==> config.mk <==
export PLATFORM = sky130hd
export DESIGN_NAME = bcd_tod_regfile
export DESIGN_NICKNAME = d
export VERILOG_FILES = /design/src/rtl/bcd_tod_pkg.sv /design/src/rtl/tod_addr_decode.sv /design/src/rtl/tod_calendar_step.sv /design/src/rtl/bcd_tod_regfile.sv
export SDC_FILE = /design/constraint.sdc
export NUM_CORES = 1
export LEC_CHECK = 0
export BUFFER_PORTS_ARGS = -buffer_cell sky130_fd_sc_hd__buf_2
export CORE_UTILIZATION = 60
export CTS_BUF_LIST = sky130_fd_sc_hd__clkbuf_8
export DETAILED_ROUTE_END_ITERATION = 10
export PLACE_DENSITY_LB_ADDON = 0.08
export SYNTH_ARGS = -nofsm -noshare
export SYNTH_HDL_FRONTEND = slang
export SYNTH_HIERARCHICAL = 1
export SYNTH_SLANG_ARGS = --single-unit
==> constraint.sdc <==
create_clock -name clk -period 5.2 [get_ports clk]
set_clock_uncertainty 0.15 [all_clocks]
set_input_delay 0.78 -clock clk [delete_from_list [all_inputs] [get_ports clk]]
set_output_delay 0.78 -clock clk [all_outputs]
set_load 0.02 [all_outputs]
==> src/rtl/bcd_tod_pkg.sv <==
`timescale 1ns/1ps
package bcd_tod_pkg;

    localparam int DIGIT_W    = 4;
    localparam int NUM_DIGITS = 13;
    localparam int SLOT_W     = $clog2(NUM_DIGITS);
    localparam int CTRL_WORD  = NUM_DIGITS + 1;   // word index of the run control

    // Slot order follows the word addresses: slot n lives at byte offset 4*(n+1)
    localparam int SLOT_TENTHS = 0;
    localparam int SLOT_SEC_U  = 1;
    localparam int SLOT_SEC_T  = 2;
    localparam int SLOT_MIN_U  = 3;
    localparam int SLOT_MIN_T  = 4;
    localparam int SLOT_HR_U   = 5;
    localparam int SLOT_HR_T   = 6;
    localparam int SLOT_DAY_U  = 7;
    localparam int SLOT_DAY_T  = 8;
    localparam int SLOT_DOW    = 9;
    localparam int SLOT_MON_U  = 10;
    localparam int SLOT_MON_T  = 11;
    localparam int SLOT_YEAR   = 12;

    typedef logic [DIGIT_W-1:0] digit_t;
    typedef digit_t [NUM_DIGITS-1:0] tod_regs_t;

    typedef struct packed {
        digit_t tens;
        digit_t units;
    } bcd_pair_t;

    typedef enum logic [1:0] {
        SEL_NONE  = 2'd0,
        SEL_DIGIT = 2'd1,
        SEL_CTRL  = 2'd2
    } sel_kind_e;

    localparam digit_t STAGE_LEAP = 4'd8;
    localparam digit_t DIGIT_NINE = 4'd9;
    localparam digit_t DIGIT_FIVE = 4'd5;

    // 00:00:00.0, day 01, month 01, weekday 1, stage 1
    localparam tod_regs_t TOD_RESET = 52'h1_0_1_1_0_1_0_0_0_0_0_0_0;

    // One decimal digit step: returns {wrap, next}
    function automatic logic [DIGIT_W:0] count_digit(digit_t d, digit_t top);
        if (d >= top) return {1'b1, digit_t'(0)};
        return {1'b0, d + digit_t'(1)};
    endfunction

    // Last day of the month, in BCD, for a BCD month and a leap-cycle stage
    function automatic bcd_pair_t month_last_day(bcd_pair_t mon, digit_t stage);
        case (mon)
            8'h02:                      return (stage == STAGE_LEAP) ? 8'h29 : 8'h28;
            8'h04, 8'h06, 8'h09, 8'h11: return 8'h30;
            default:                    return 8'h31;
        endcase
    endfunction

    function automatic digit_t rotate_stage(digit_t s);
        return {s[DIGIT_W-2:0], s[DIGIT_W-1]};
    endfunction

endpackage

==> src/rtl/tod_addr_decode.sv <==
`timescale 1ns/1ps
module tod_addr_decode
    import bcd_tod_pkg::*;
#(
    parameter int ADDR_W = 6
) (
    input  logic [ADDR_W-1:0] addr,
    output sel_kind_e         kind,
    output logic [SLOT_W-1:0] slot
);
    localparam int WORD_W = ADDR_W - 2;

    logic [WORD_W-1:0] word;
    assign word = addr[ADDR_W-1:2];

    always_comb begin
        kind = SEL_NONE;
        slot = '0;
        if (addr[1:0] == 2'b00) begin
            if (int'(word) >= 1 && int'(word) <= NUM_DIGITS) begin
                kind = SEL_DIGIT;
                slot = SLOT_W'(int'(word) - 1);
            end else if (int'(word) == CTRL_WORD) begin
                kind = SEL_CTRL;
            end
        end
    end
endmodule

==> src/rtl/tod_calendar_step.sv <==
`timescale 1ns/1ps
module tod_calendar_step
    import bcd_tod_pkg::*;
(
    input  tod_regs_t cur,
    output tod_regs_t nxt
);
    logic [DIGIT_W:0] stp;
    logic c_sec, c_10s, c_min, c_10m, c_hr, c_day, c_mon;
    bcd_pair_t last_day, day_now, mon_now, hr_now;

    always_comb begin
        nxt      = cur;
        c_sec    = 1'b0;
        c_10s    = 1'b0;
        c_min    = 1'b0;
        c_10m    = 1'b0;
        c_hr     = 1'b0;
        c_day    = 1'b0;
        c_mon    = 1'b0;
        hr_now   = {cur[SLOT_HR_T],  cur[SLOT_HR_U]};
        day_now  = {cur[SLOT_DAY_T], cur[SLOT_DAY_U]};
        mon_now  = {cur[SLOT_MON_T], cur[SLOT_MON_U]};
        last_day = month_last_day(mon_now, cur[SLOT_YEAR]);

        // tenths, seconds, minutes
        stp = count_digit(cur[SLOT_TENTHS], DIGIT_NINE);
        nxt[SLOT_TENTHS] = stp[DIGIT_W-1:0];
        c_sec = stp[DIGIT_W];
        if (c_sec) begin
            stp = count_digit(cur[SLOT_SEC_U], DIGIT_NINE);
            nxt[SLOT_SEC_U] = stp[DIGIT_W-1:0];
            c_10s = stp[DIGIT_W];
        end
        if (c_10s) begin
            stp = count_digit(cur[SLOT_SEC_T], DIGIT_FIVE);
            nxt[SLOT_SEC_T] = stp[DIGIT_W-1:0];
            c_min = stp[DIGIT_W];
        end
        if (c_min) begin
            stp = count_digit(cur[SLOT_MIN_U], DIGIT_NINE);
            nxt[SLOT_MIN_U] = stp[DIGIT_W-1:0];
            c_10m = stp[DIGIT_W];
        end
        if (c_10m) begin
            stp = count_digit(cur[SLOT_MIN_T], DIGIT_FIVE);
            nxt[SLOT_MIN_T] = stp[DIGIT_W-1:0];
            c_hr = stp[DIGIT_W];
        end

        // hours 00-23
        if (c_hr) begin
            if (hr_now >= 8'h23) begin
                nxt[SLOT_HR_U] = '0;
                nxt[SLOT_HR_T] = '0;
                c_day = 1'b1;
            end else begin
                stp = count_digit(cur[SLOT_HR_U], DIGIT_NINE);
                nxt[SLOT_HR_U] = stp[DIGIT_W-1:0];
                if (stp[DIGIT_W]) nxt[SLOT_HR_T] = cur[SLOT_HR_T] + digit_t'(1);
            end
        end

        // weekday and day of month
        if (c_day) begin
            nxt[SLOT_DOW] = (cur[SLOT_DOW] >= 4'd7) ? 4'd1 : cur[SLOT_DOW] + digit_t'(1);
            if (day_now >= last_day) begin
                nxt[SLOT_DAY_T] = 4'd0;
                nxt[SLOT_DAY_U] = 4'd1;
                c_mon = 1'b1;
            end else begin
                stp = count_digit(cur[SLOT_DAY_U], DIGIT_NINE);
                nxt[SLOT_DAY_U] = stp[DIGIT_W-1:0];
                if (stp[DIGIT_W]) nxt[SLOT_DAY_T] = cur[SLOT_DAY_T] + digit_t'(1);
            end
        end

        // month 01-12, then the leap-cycle stage
        if (c_mon) begin
            if (mon_now >= 8'h12) begin
                nxt[SLOT_MON_T] = 4'd0;
                nxt[SLOT_MON_U] = 4'd1;
                nxt[SLOT_YEAR]  = rotate_stage(cur[SLOT_YEAR]);
            end else begin
                stp = count_digit(cur[SLOT_MON_U], DIGIT_NINE);
                nxt[SLOT_MON_U] = stp[DIGIT_W-1:0];
                if (stp[DIGIT_W]) nxt[SLOT_MON_T] = cur[SLOT_MON_T] + digit_t'(1);
            end
        end
    end
endmodule

==> src/rtl/bcd_tod_regfile.sv <==
`timescale 1ns/1ps
module bcd_tod_regfile
    import bcd_tod_pkg::*;
#(
    parameter int ADDR_W = 6,
    parameter int DATA_W = 8
) (
    input  logic              clk,
    input  logic              rst,
    input  logic              tick,
    input  logic              wr_en,
    input  logic [ADDR_W-1:0] addr,
    input  logic [DATA_W-1:0] wdata,
    output logic [DATA_W-1:0] rdata
);
    sel_kind_e         kind;
    logic [SLOT_W-1:0] slot;
    tod_regs_t         regs, regs_next;
    logic              run_q;
    logic              advance;

    tod_addr_decode #(.ADDR_W(ADDR_W)) u_decode (
        .addr (addr),
        .kind (kind),
        .slot (slot)
    );

    tod_calendar_step u_step (
        .cur (regs),
        .nxt (regs_next)
    );

    // A write cycle always drops the tick
    assign advance = run_q && tick && !wr_en;

    always_ff @(posedge clk) begin
        if (rst) begin
            regs  <= TOD_RESET;
            run_q <= 1'b0;
        end else if (wr_en) begin
            if (kind == SEL_CTRL) run_q <= wdata[0];
            for (int i = 0; i < NUM_DIGITS; i++) begin
                if (kind == SEL_DIGIT && int'(slot) == i) regs[i] <= wdata[DIGIT_W-1:0];
            end
        end else if (advance) begin
            regs <= regs_next;
        end
    end

    always_comb begin
        rdata = '0;
        case (kind)
            SEL_DIGIT: rdata = DATA_W'(regs[slot]);
            SEL_CTRL:  rdata = DATA_W'(run_q);
            default:   rdata = '0;
        endcase
    end

    // Halted with no write: nothing moves
    assert_halt_holds_R4: assert property (@(posedge clk) disable iff (rst)
        (!run_q && !wr_en) |=> $stable(regs));

    // Misaligned offsets always read zero
    assert_misaligned_reads_zero_R3: assert property (@(posedge clk) disable iff (rst)
        (addr[1:0] != 2'b00) |-> (rdata == '0));

    // A write to a non-digit word, even with a tick, leaves all digits alone
    assert_nondigit_write_keeps_R10: assert property (@(posedge clk) disable iff (rst)
        (wr_en && kind != SEL_DIGIT) |=> $stable(regs));

    // Tenths wrap to zero
    assert_tenths_wrap_R5: assert property (@(posedge clk) disable iff (rst)
        (advance && regs[SLOT_TENTHS] == 4'd9) |=> (regs[SLOT_TENTHS] == 4'd0));

    // Hours stay in 00-23 once they are legal
    assert_hour_range_R6: assert property (@(posedge clk) disable iff (rst)
        (advance && {regs[SLOT_HR_T], regs[SLOT_HR_U]} <= 8'h23)
        |=> ({regs[SLOT_HR_T], regs[SLOT_HR_U]} <= 8'h23));

    // Weekday stays in 1-7
    assert_dow_range_R7: assert property (@(posedge clk) disable iff (rst)
        (advance && regs[SLOT_DOW] >= 4'd1 && regs[SLOT_DOW] <= 4'd7)
        |=> (regs[SLOT_DOW] >= 4'd1 && regs[SLOT_DOW] <= 4'd7));

    // Leap-cycle stage stays one-hot under counting
    assert_stage_onehot_R9: assert property (@(posedge clk) disable iff (rst)
        (advance && $onehot(regs[SLOT_YEAR])) |=> $onehot(regs[SLOT_YEAR]));
endmodule

; Word-level counts from Yosys, hierarchy flattened
; Cells that the tools add are included.
; W data, S select, Z words.
[word_totals]
ff_bits = 53
in_bits = 18
out_inout_bits = 8
elab_cells = 210
[op_classes]
addsub = 13
magnitude_cmp = 15
n_eq_ne = 34
mux = 88
reduce_logical = 46
[ops]
columns = cell, count
row1 = $mux W5, 22
row2 = $mux W52, 2
row3 = $mux W4, 25
row4 = $add A4 B1 Y4 const B, 12
row5 = $eq A4 B4 Y1 const B, 9
row6 = $mux W8, 4
row7 = $mux W1, 27
row8 = $ne A2 B1 Y1 const B, 13
row9 = $ge A4 B4 Y1 const B, 6
row10 = $mux W12, 2
row11 = $reduce_and A3 Y1, 8
row12 = $reduce_bool A2 Y1, 9
row13 = $bmux W4 S4, 1
row14 = $eq A8 B3 Y1 const B, 2
row15 = $logic_and A1 B1 Y1, 16
row16 = $pmux W8 S2, 1
row17 = $reduce_and A4 Y1, 4
row18 = $eq A4 B3 Y1 const B, 3
row19 = $ge A4 B3 Y1 const B, 3
row20 = $reduce_bool A3 Y1, 3
row21 = $eq A4 B2 Y1 const B, 2
row22 = $eq A8 B2 Y1 const B, 1
row23 = $eq A8 B4 Y1 const B, 1
row24 = $eq A8 B5 Y1 const B, 1
row25 = other kinds (16), 19

; Depth between registers and ports, before layout
; Gate-level depths: netlist of run 1.
[logic_depth]
depth_word = 26
depth_mapped = 16

; Modules after synthesis
; The synthesis of run 1 kept the hierarchy.
[by_module_without_submodules]
columns = mod, n_inst, cells_each, area_each_um2, seq_area_each_um2
row1 = bcd_tod_regfile, 1, 326, 2977.9, 1061.0
row2 = tod_calendar_step, 1, 246, 1694.1, 0.0
row3 = tod_addr_decode, 1, 19, 128.9, 0.0

; Worst setup path before layout of run 1
; Ideal clock, no wire load.
[synth_path]
kind = input to output
start = input port addr[3]
end = output port rdata[2]
arrival_time_ns = 3.019
slack_ns = 1.251
path_stages = 10
path_buffers = 1
cell_sequence = inv_1 ha_1 or4b_1 nand3_2 nor2_1 buf_2 or3b_2 o22ai_1 a21oi_1 a21boi_0
[synth_between]
elab_chain_cells = 7
elab_cells_between_ends = 15
[synth_lines]
columns = element, line
row1 = from (decl), bcd_tod_regfile.sv:12  ; input logic [ADDR_W-1:0] addr,
row2 = $ge A4 B1 Y1 / $le A4 B4 Y1 (equally long branches), tod_addr_decode.sv:20  ; if (int'(word) >= 1 && int'(word) <= NUM_DIGITS) begin
row3 = $logic_and A1 B1 Y1, tod_addr_decode.sv:20
row4 = $mux W4 (*), tod_addr_decode.sv:20
row5 = $mux W4 (*), tod_addr_decode.sv:19  ; if (addr[1:0] == 2'b00) begin
row6 = net slot[2], bcd_tod_regfile.sv:17  ; logic [SLOT_W-1:0] slot;
row7 = $bmux W4 S4 (*), bcd_tod_regfile.sv:53  ; SEL_DIGIT: rdata = DATA_W'(regs[slot]);
row8 = $mux W4 (not written as such) (*), bcd_tod_regfile.sv:53
row9 = $pmux W4 S2 (*), bcd_tod_regfile.sv:52  ; case (kind)
row10 = to (decl), bcd_tod_regfile.sv:14  ; output logic [DATA_W-1:0] rdata
; Mark *: on every way through the listed nets, which the timed path passes. The rest lies on a longest branch. The select of a mux whose other input is x is not followed.

; Final worst setup path of run 1
[layout_path]
start = input port addr[2]
end = output port rdata[0]
; Same word-level chain as after synthesis.

==> out/metrics.sh, run 1 <==
MAXCAPVIOLATIONS=0
CRITICAL_PATH.ENDPOINT_TYPE='output port'
OVERALL_DIE_AREA_MM2=0.00836
VDD_IR_DROP_MAX_uV=107
TOTAL_POWER_mW=0.775
DIE_W_UM=91.5
FINAL_ANTENNA_NET_COUNT=0
IOS=26
CLOCKROOTBUFFER='clkbuf_8'
NETS=643
POST-CTS-SETUP-BUFFER-COUNT=0
FINALSETUPTNS_PS=0
CTS_REPAIR_RESIZE_COUNT=0
FIN_AREA_MM2=0.00494
SYNTH_WARNINGS=6
DRT_FIRST_ITER_VIOLATIONS=344
SYN_TO_FINAL_GROWTH_PCT=2.84
POWER_LEAKAGE_nW=1.78
POST-ROUTE-PERIOD-UTIL_PCT=84.5
POSTSYNTHREGISTERBITS=53
NUMBER_OF_SYNTHESIZED_FLOPS_WITH_AN_ENABLE_PIN=0
CRITICAL-PATH-TOP-DELAY-FAMILY='simple AND/OR/NAND/NOR gates'
YOSYS.AREA.TOP_TYPE='dfxtp_1'
DRC=0
CTS_TREE='yes'
CLOCK-SINKS=53
CRIT_ARRIVAL_PS=3460
CORE-AREA_MM2=0.00773
WORST_SLEW_PIN_TRAN_PS=1240
DIE-HEIGHT_UM=91.5
YS_ASYNC_SR_FRACTION_PCT=0
POST_SYNTH.CELL_AREA_AVG_UM2=8.12
SYNTH_TOP_CELLS_BY_AREA='dfxtp_1 (22%), ha_1 (10%), a211oi_1 (8.1%)'
START_UTIL_PCT=62.1
CTS_INSERTED_BUFFERS=5
DP_HPWL_UM=8610
INSERTION_DELAY_PS=320
TIMING.FINAL.SETUP_VIOLATIONS=0
POST-ROUTE-MIN-PERIOD_PS=4390
DRT-PASS1-ITER-COUNT=5
YOSYS.AREA.TOP_TYPE_SHARE_PCT=22.1
PLACE_WS_PS=854
CRITICAL_PATH.MOST_COMMON_CELL='buf_2'
WORSTPATHBUFFERINVERTERCOUNT=3
VIAS_IN_THE_FIRST_GLOBAL_ROUTE=4180
FINALWIRELENGTH_UM=12600
LAYOUT.CORE_UTILIZATION_PCT=63.9
STATUS='complete, no violations'
SYNTH.LIB_CELLS_USED.DISTINCT=68
SYNTH_SEQUENTIAL_AREA_RATIO_PCT=22.1
PLACEMENT.IO_BUFFERS=17
LAYOUT_SETUP_WS_PS=808
SLEW_HEADROOM_PCT=17.0
YOSYSMOSTFREQUENTCELL='nor2_1'
PRIMARY_FLIP_FLOP_CELL_CHOSEN_BY_SYNTHESIS_MAPPING='dfxtp_1'
WIRE_LENGTH_OF_THE_FIRST_GLOBAL_ROUTING_PASS_UM=21100
POWER_DENSITY_mW_PER_MM2=157
WORSTPATHREQUIRED_PS=4270
GR-USAGE-ALL-LAYERS_PCT=31.2
HOLD_CLASS='reg2reg'
RSZ0062_AT_GRT='false'
SLEW_VIOLATIONS=0
CLOCK_TREE.HTREE_LEVEL_COUNT=2
GRT_START_MAX_NET_PINS=57
ANTENNA_CELLS_INSERTED=0
POST_SYNTH_INSTANCE_AREA_MM2=0.00480
POST_SYNTH_MOST_FREQUENT_CELLS='nor2_1 (78), a21oi_1 (64), dfxtp_1 (53)'
CTS-HOLD-FIX-BUFFERS=0
GLOBALPLACE.CONGESTION=0.844
WIRE_PER_INST_UM=18.3
CRIT_PATH_TOP_DELAY_CELL='nor2_1'
VIA_COUNT=4496
TIMING_WORST_SETUP_PATH_TYPE='in2out'
LAYOUT-DRIVE-GT1-SHARE_PCT=11.9
CP_CELL_SEQUENCE='buf_2 > inv_1 > ha_1 > or4b_1 > nand3_2 > nor2_1 > mux4_2 > a211oi_1 > o21ai_1 > buf_2'
CRITPATHLAUNCHTYPE='input pin'
OVERFLOW=0
ANTENNA_VIOLATIONS_BEFORE_REPAIR=0
FMAX_MHz=228
CLK_PIN_SLEW_PS=110
CLOCK_TREE.BUFFER_DEPTH=2
FP-ROW-COUNT=32
PLACE_AREA_MM2=0.00485
TIMING.CRITICAL_PATH.SLOWEST_CELL_DELAY_PS=810
DETAIL_ROUTE.VIAS_PER_CELL=6.53
CRIT_PATH_MAX_FANOUT=14
POSTSYNTHCELLCOUNT=591
FINAL-HOLD-VIOLATION-COUNT=0
==> power breakdown <==
| part | switching (mW) | internal, mW |
|---|---|---|
| logic | 0.0748 | 0.0353 |
| registers | 0.00466 | 0.409 |
| clock network | 0.156 | 0.0962 |
| total | 0.235 | 0.540 |
==> per-layer routing <==
layer,up-vias,GRT usage (%),part of all wire [%]
met5,-,0,0
met2,162,50.8,46
li1,2175,-,-
met1,2144,43.5,47
met4,0,7.80,1.1
met3,15,3.94,6.0
==> final cells by class <==
type                    count  area [um^2]
multi-input cells         467         3400
repair buffers             23          130
flip-flops and latches     53         1060
fillers                   687         2790
well taps                 102          128
clock buffers               5         68.8
clock inverters             3         21.3
inverters                  35          131
==> kinds of logic after synthesis <==
family	after synthesis	share of synthesized area (%)
buf+inv	74	7.43
flops	53	22.1
xor+xnor	3	0.547
simple gates	184	21.4
other cells	1	0.0781
mux	30	8.52
fa+ha+maj	40	10.4
compound gates	206	29.5
==> path summary, 6_finish.rpt <==
| check | start | to | slack, ps | depth (start not counted) |
|---|---|---|---|---|
| setup / recovery | addr[2] | rdata[0] | 810 | 10 |
| hold / removal | run_q$_SDFFE_PP0P_ | run_q$_SDFFE_PP0P_ | 340 | 2 |
| setup reg to reg | regs[41]$_SDFFE_PP0P_ | regs[30]$_SDFFE_PP0P_ | 930 | 14 |
| hold reg to reg | run_q$_SDFFE_PP0P_ | run_q$_SDFFE_PP0P_ | 340 | 2 |
==> cells in the final DEF (no fill, tap or decap), types with 4 or more instances in the layout <==
| cell | Yosys | final |
|---|---|---|
| a211oi_1 | 52 | 52 |
| a21oi_1 | 64 | 64 |
| a31oi_1 | 5 | 5 |
| a41oi_1 | 5 | 5 |
| and2_1 | 9 | 9 |
| buf_2 | 5 | 17 |
| buf_4 | 9 | 6 |
| clkbuf_8 | 0 | 5 |
| conb_1 | 1 | 4 |
| dfxtp_1 | 53 | 53 |
| ha_1 | 40 | 40 |
| inv_1 | 34 | 34 |
| mux2_2 | 8 | 8 |
| mux2i_1 | 15 | 15 |
| mux4_2 | 4 | 4 |
| nand2_1 | 18 | 18 |
| nand2b_1 | 7 | 7 |
| nand3_1 | 17 | 17 |
| nand3b_1 | 5 | 5 |
| nand4_1 | 5 | 5 |
| nor2_1 | 78 | 77 |
| nor2b_1 | 4 | 4 |
| nor3_1 | 10 | 10 |
| nor3b_1 | 6 | 6 |
| o21ai_0 | 32 | 32 |
| o21ai_4 | 10 | 10 |
| o22ai_1 | 7 | 7 |
| o41ai_1 | 6 | 6 |
==> sequential cells by signal (all words and copies together) (netlist names) <==
signal,cells
run_q,1
regs,52
==> tightest hold or removal path, stage by stage, from the launching register on <==
cell     delay (ps)
dfxtp_1         340
nand2_1          60
a21oi_1          60
==> through the flow <==
stage               hold slack (ps)  std cells
floorplan                       299        594
global placement                314        680
detailed placement              326        680
CTS                             342        688
global route                    377        688
finish                          342        688
(Power assumes the default switching activity.)
==> inputs of run 2 (changes only) <==
--- a/config.mk
+++ b/config.mk
@@ -6,7 +6,7 @@
 export NUM_CORES = 1
 export LEC_CHECK = 0
 export BUFFER_PORTS_ARGS = -buffer_cell sky130_fd_sc_hd__buf_2
-export CORE_UTILIZATION = 60
+export CORE_UTILIZATION = 58
 export CTS_BUF_LIST = sky130_fd_sc_hd__clkbuf_8
 export DETAILED_ROUTE_END_ITERATION = 10
 export PLACE_DENSITY_LB_ADDON = 0.08
==> constraint.sdc (replaced) <==
create_clock -name clk -period 3.8 [get_ports clk]
set_clock_uncertainty 0.15 [all_clocks]
set_input_delay 0.57 -clock clk [delete_from_list [all_inputs] [get_ports clk]]
set_output_delay 0.57 -clock clk [all_outputs]
set_load 0.02 [all_outputs]
==> out/metrics.sh, run 2 (same netlist as run 1, synthesis figures left out) <==
CTS-HOLD-FIX-BUFFERS=0
SYN_TO_FINAL_GROWTH_PCT=7.97
NETS=664
WIRE_PER_INST_UM=18.3
RRSETUPSLACK_PS=210
POST-ROUTE-MIN-PERIOD_PS=3670
POST-CTS-SETUP-BUFFER-COUNT=0
CRIT_PATH_TOP_DELAY_CELL='or4b_4'
FIN_AREA_MM2=0.00518
LARGEST_REG_FLOPS=52
CP_CELL_SEQUENCE='buf_2 > inv_1 > ha_1 > or4b_4 > nand3_4 > nor2_2 > or3b_2 > o22ai_2 > a31oi_1 > a31oi_1 > buf_4'
GRT_START_MAX_NET_PINS=57
CORE-AREA_MM2=0.00785
LAYOUT-DRIVE-GT1-SHARE_PCT=16.0
CTS_INSERTED_BUFFERS=5
CRITPATHLAUNCHTYPE='input pin'
VDD_IR_DROP_MAX_uV=192
PLACE_AREA_MM2=0.00500
REGMOSTFLOPS='regs'
LAYOUT_SETUP_WS_PS=131
START_UTIL_PCT=61.2
TOTAL_POWER_mW=1.19
ANTENNA_CELLS_INSERTED=0
POWER_LEAKAGE_nW=1.92
REG2REG_DEPTH=16
DP_HPWL_UM=9080
FINALWIRELENGTH_UM=13000
P_SW_SHARE_PCT=26.6
POST-ROUTE-PERIOD-UTIL_PCT=96.5
PLACE_WS_PS=69.4
MAXCAPVIOLATIONS=0
TIMING.FINAL.SETUP_VIOLATIONS=0
VIA_COUNT=4585
TIMING.CRITICAL_PATH.SLOWEST_CELL_DELAY_PS=550
WORST_SLEW_PIN_TRAN_PS=1150
DRT_FIRST_ITER_VIOLATIONS=466
CLOCKROOTBUFFER='clkbuf_8'
POWER_FRAC_COMB_PCT=13.5
DETAIL_ROUTE.VIAS_PER_CELL=6.47
STATUS='complete, no violations'
GLOBALPLACE.CONGESTION=0.898
OVERALL_DIE_AREA_MM2=0.00865
DRT-PASS1-ITER-COUNT=5
PWR-SHARE-CLK_PCT=39.1
CRIT_PATH_MAX_FANOUT=11
ANTENNA_VIOLATIONS_BEFORE_REPAIR=0
SLEW_VIOLATIONS=0
FILLERS=709
TIMING_WORST_SETUP_PATH_TYPE='in2out'
FMAX_MHz=273
FINAL-HOLD-VIOLATION-COUNT=0
FP-ROW-COUNT=32
CLK_PIN_SLEW_PS=100
GR-USAGE-ALL-LAYERS_PCT=30.6
INSERTION_DELAY_PS=310
VIAS_IN_THE_FIRST_GLOBAL_ROUTE=4234
LAYOUT.CORE_UTILIZATION_PCT=66.1
HOLD_CLASS='reg2reg'
CLOCK_TREE.BUFFER_DEPTH=2
DRC=0
SEQUENTIALPOWERSHARE_PCT=47.5
CLOCK-SINKS=53
CTS_REPAIR_RESIZE_COUNT=0
SLEW_HEADROOM_PCT=23.1
LAYOUT_TOP_REGISTERS='regs: 52 flops, run_q: 1 flops'
LAYOUT_COMMONEST_CELL='nor2_1'
SWITCHINGPOWER_mW=0.317
DIE_W_UM=93.0
PLACEMENT.IO_BUFFERS=17
FINAL_ANTENNA_NET_COUNT=0
IOS=26
WORST_HOLD_PATH_CELLS=2
CTS_TREE='yes'
P_INT_mW=0.875
PLACEDCELLCOUNT=701
CRITICAL_PATH.MOST_COMMON_CELL='a31oi_1'
POWER_DENSITY_mW_PER_MM2=230
RSZ0062_AT_GRT='true'
LAYOUT.CELLS.NON_FILLER=709
OVERFLOW=0
CLOCK_TREE.HTREE_LEVEL_COUNT=2
WIRE_LENGTH_OF_THE_FIRST_GLOBAL_ROUTING_PASS_UM=21100
CRIT_ARRIVAL_PS=2950
TOP_LIBRARY_CELLS_BY_USAGE_IN_THE_LAYOUT_FILL_AND_TAPS_ASIDE='nor2_1 (76), a21oi_1 (64), a211oi_1 (52), dfxtp_1 (51), ha_1 (40)'
WORSTPATHREQUIRED_PS=3080
CRITICAL_PATH.ENDPOINT_TYPE='output port'
DIE-HEIGHT_UM=93.0
run 2: changes by cell type in the layout (fill, tap and decap cells not counted), sizes merged:
cell      delta
buf         +21
bufinv       +2
clkinv       +1
clkinvlp     -1
inv          -2
run 2: critical path, delay by kind of cell:
family | cells | cell delay (ps)
AOI/OAI and AO/OA | 3 | 500
adders and majority gates | 1 | 200
buffers and inverters | 3 | 350
and+or+nand+nor | 4 | 1310
run 2: per-stage QoR:
step | TNS, ps | hold WS, ps
after global routing | -42.6 | 373
after CTS | 0 | 334
final | 0 | 333
after floorplan | 0 | 299
after global placement | 0 | 308
after detailed placement | 0 | 321
run 2: worst paths after layout:
check / endpoint / startpoint
max reg2reg: regs[30]$_SDFFE_PP0P_ / regs[40]$_SDFFE_PP1P_
max: rdata[1] / addr[3]
min reg2reg: run_q$_SDFFE_PP0P_ / run_q$_SDFFE_PP0P_
min: run_q$_SDFFE_PP0P_ / run_q$_SDFFE_PP0P_
run 2: power by group through the flow:
| stage | Clock (mW) | Combinational (mW) | Sequential, mW |
|---|---|---|---|
| floorplan | 0 | 0.121 | 0.576 |
| global placement | 0 | 0.150 | 0.578 |
| detailed placement | 0 | 0.153 | 0.578 |
| CTS | 0.470 | 0.154 | 0.565 |
| global route | 0.487 | 0.175 | 0.567 |
| finish | 0.466 | 0.160 | 0.566 |
run 2: per-layer routing:
layer  global-route usage [%]  wire length [um]  part of all wire [%]  up-vias
li1                         -                 -                     -     2203
met2                     51.5              6050                    47      171
met5                        0                 0                     0        -
met1                     41.1              5880                    45     2188
met4                     9.23               263                   2.0        0
met3                     3.33               801                   6.2       23
run 2: final cells by class:
type	instances	area, um^2	area share (%)
tap	102	128	2.46
inverter	35	131	2.53
sequential	53	1060	20.5
timing repair buffer	44	294	5.67
multi-input combinational	467	3430	66.2
clock inverter	3	65.1	1.26
clock buffer	5	68.8	1.33
==> inputs of run 3 (changes only) <==
--- a/config.mk
+++ b/config.mk
@@ -6,7 +6,9 @@
 export NUM_CORES = 1
 export LEC_CHECK = 0
 export BUFFER_PORTS_ARGS = -buffer_cell sky130_fd_sc_hd__buf_2
-export CORE_UTILIZATION = 58
+export CELL_PAD_IN_SITES_DETAIL_PLACEMENT = 0
+export CELL_PAD_IN_SITES_GLOBAL_PLACEMENT = 1
+export CORE_UTILIZATION = 44
 export CTS_BUF_LIST = sky130_fd_sc_hd__clkbuf_8
 export DETAILED_ROUTE_END_ITERATION = 10
 export PLACE_DENSITY_LB_ADDON = 0.08
==> out/metrics.sh, run 3 (same netlist as run 1, synthesis figures left out) <==
STATUS='complete, no violations'
CTS_TREE='yes'
CRIT_PATH_TOP_DELAY_CELL='or4b_1'
VDD_IR_DROP_MAX_uV=172
POWER_LEAKAGE_nW=1.90
POST-ROUTE-MIN-PERIOD_PS=3750
FIN_AREA_MM2=0.00519
TOTAL_POWER_mW=1.09
NETS=667
TOP_LIBRARY_CELLS_BY_USAGE_IN_THE_LAYOUT_FILL_AND_TAPS_ASIDE='nor2_1 (77), a21oi_1 (64), a211oi_1 (52), dfxtp_1 (51), ha_1 (38)'
LAYOUT_COMMONEST_CELL='nor2_1'
CTS-HOLD-FIX-BUFFERS=0
POST-ROUTE-PERIOD-UTIL_PCT=98.6
CRITPATHLAUNCHTYPE='input pin'
FMAX_MHz=267
SLEW_VIOLATIONS=0
CORE-AREA_MM2=0.0105
TIMING_WORST_SETUP_PATH_TYPE='in2out'
HOLD_CLASS='in2reg'
WORSTPATHBUFFERINVERTERCOUNT=2
CLOCK_TREE.HTREE_LEVEL_COUNT=2
WIRE_PER_INST_UM=18.5
START_UTIL_PCT=45.9
FINALWIRELENGTH_UM=13800
ANTENNA_CELLS_INSERTED=0
CP_CELL_SEQUENCE='buf_2 > ha_1 > or4b_1 > nand3_2 > nor2_1 > or3b_2 > o22ai_1 > a21oi_1 > a21boi_0 > buf_2'
PLACE_AREA_MM2=0.00507
FP-ROW-COUNT=37
OVERALL_DIE_AREA_MM2=0.0113
VIA_COUNT=4477
GLOBALPLACE.CONGESTION=0.831
CRIT_PATH_MAX_FANOUT=6
FIN_WORST_HOLD_SLACK_PS=354
TIMING.FINAL.SETUP_VIOLATIONS=0
DRT-PASS1-ITER-COUNT=5
LARGEST_REG_FLOPS=52
VIAS_IN_THE_FIRST_GLOBAL_ROUTE=4158
DIE_W_UM=106
INSERTION_DELAY_PS=340
CRITICAL-PATH-TOP-DELAY-FAMILY='simple AND/OR/NAND/NOR gates'
TIMING.CRITICAL_PATH.SLOWEST_CELL_DELAY_PS=550
CLK_PIN_SLEW_PS=100
POWER_DENSITY_mW_PER_MM2=210
CTS_INSERTED_BUFFERS=5
MAXCAPVIOLATIONS=0
LAYOUT-DRIVE-GT1-SHARE_PCT=16.3
PLACEMENT.IO_BUFFERS=17
CLOCKROOTBUFFER='clkbuf_8'
OVERFLOW=0
WIRE_LENGTH_OF_THE_FIRST_GLOBAL_ROUTING_PASS_UM=22200
IOS=26
DRC=0
FINAL-HOLD-VIOLATION-COUNT=0
WORSTPATHREQUIRED_PS=3080
WORST_SLEW_PIN_TRAN_PS=1150
CLOCK-SINKS=53
CRITICAL_PATH.MOST_COMMON_CELL='buf_2'
LAYOUT_TOP_REGISTERS='regs: 52 flops, run_q: 1 flops'
GRT_START_MAX_NET_PINS=57
GR-USAGE-ALL-LAYERS_PCT=25.2
SLEW_HEADROOM_PCT=23.4
DRT_FIRST_ITER_VIOLATIONS=343
CRIT_ARRIVAL_PS=3030
FILLERS=1037
DIE-HEIGHT_UM=106
CLOCK_TREE.BUFFER_DEPTH=2
ANTENNA_VIOLATIONS_BEFORE_REPAIR=0
FINAL_ANTENNA_NET_COUNT=0
REGMOSTFLOPS='regs'
LAYOUT.CORE_UTILIZATION_PCT=49.6
DP_HPWL_UM=9550
DETAIL_ROUTE.VIAS_PER_CELL=6.01
CRITICAL_PATH.ENDPOINT_TYPE='output port'
SYN_TO_FINAL_GROWTH_PCT=8.18
==> run 3: changes by cell type in the layout (fill, tap and decap cells not counted), moves of 2 or more <==
cell	previous run	this run
ha_2	0	2
bufinv_16	2	0
ha_1	40	38
buf_4	27	30
==> run 3: final timing paths <==
check,slack (ps),startpoint,end,depth (start not counted)
worst max-delay path,50,addr[2],rdata[2],10
worst min-delay path,350,wdata[0],run_q$_SDFFE_PP0P_,3
worst max register to register,220,regs[40]$_SDFFE_PP1P_,regs[41]$_SDFFE_PP0P_,17
worst min register to register,360,run_q$_SDFFE_PP0P_,run_q$_SDFFE_PP0P_,2
==> run 3: routing by layer <==
layer / track usage, % / share of wire (%) / wire length, um
met5: 0 / 0 / 0
met4: 6.75 / 1.6 / 214
met3: 3.00 / 4.7 / 643
met2: 38.7 / 44 / 6030
met1: 37.0 / 50 / 6880
==> run 3: area by class of cell <==
type / count / area [um^2] / area share, %
inverter: 35 / 131 / 2.53
multi-input combinational: 467 / 3430 / 66.0
clock buffer: 6 / 82.6 / 1.59
clock inverter: 1 / 7.51 / 0.145
sequential: 53 / 1060 / 20.5
timing repair buffer: 47 / 310 / 5.97
tap: 136 / 170 / 3.28
==> run 3: report_power, final <==
part           total, mW  internal [mW]  switching (mW)
Clock              0.365          0.145           0.220
Sequential         0.566          0.559         0.00667
Combinational      0.162         0.0556           0.106
Total               1.09          0.760           0.333
==> run 3: timing repair <==
| action | CTS | global route |
|---|---|---|
| buffers inserted | 0 | 0 |
| gates resized for setup | 0 | 9 |
| endpoints found under the setup margin | 0 | 10 |
==> run 3: per-stage QoR <==
stage | setup TNS (ps) | setup WS (ps) | instances
6_report | 0 | 53.6 | 745
5_1_grt | -0.0315 | -0.0315 | 745
4_1_cts | 0 | 49.9 | 745
3_5_place_dp | 0 | 69.2 | 738
3_3_place_gp | 0 | 111 | 738
2_1_floorplan | 0 | 208 | 594
==> run 3: worst reg2reg max path: cells and delay by family (launching register included) <==
| kind | cells | cell delay (ps) |
|---|---|---|
| compound gates | 7 | 1090 |
| simple gates | 4 | 820 |
| fa+ha+maj | 2 | 450 |
| buf+inv | 3 | 440 |
| flops | 1 | 350 |
| mux | 1 | 190 |
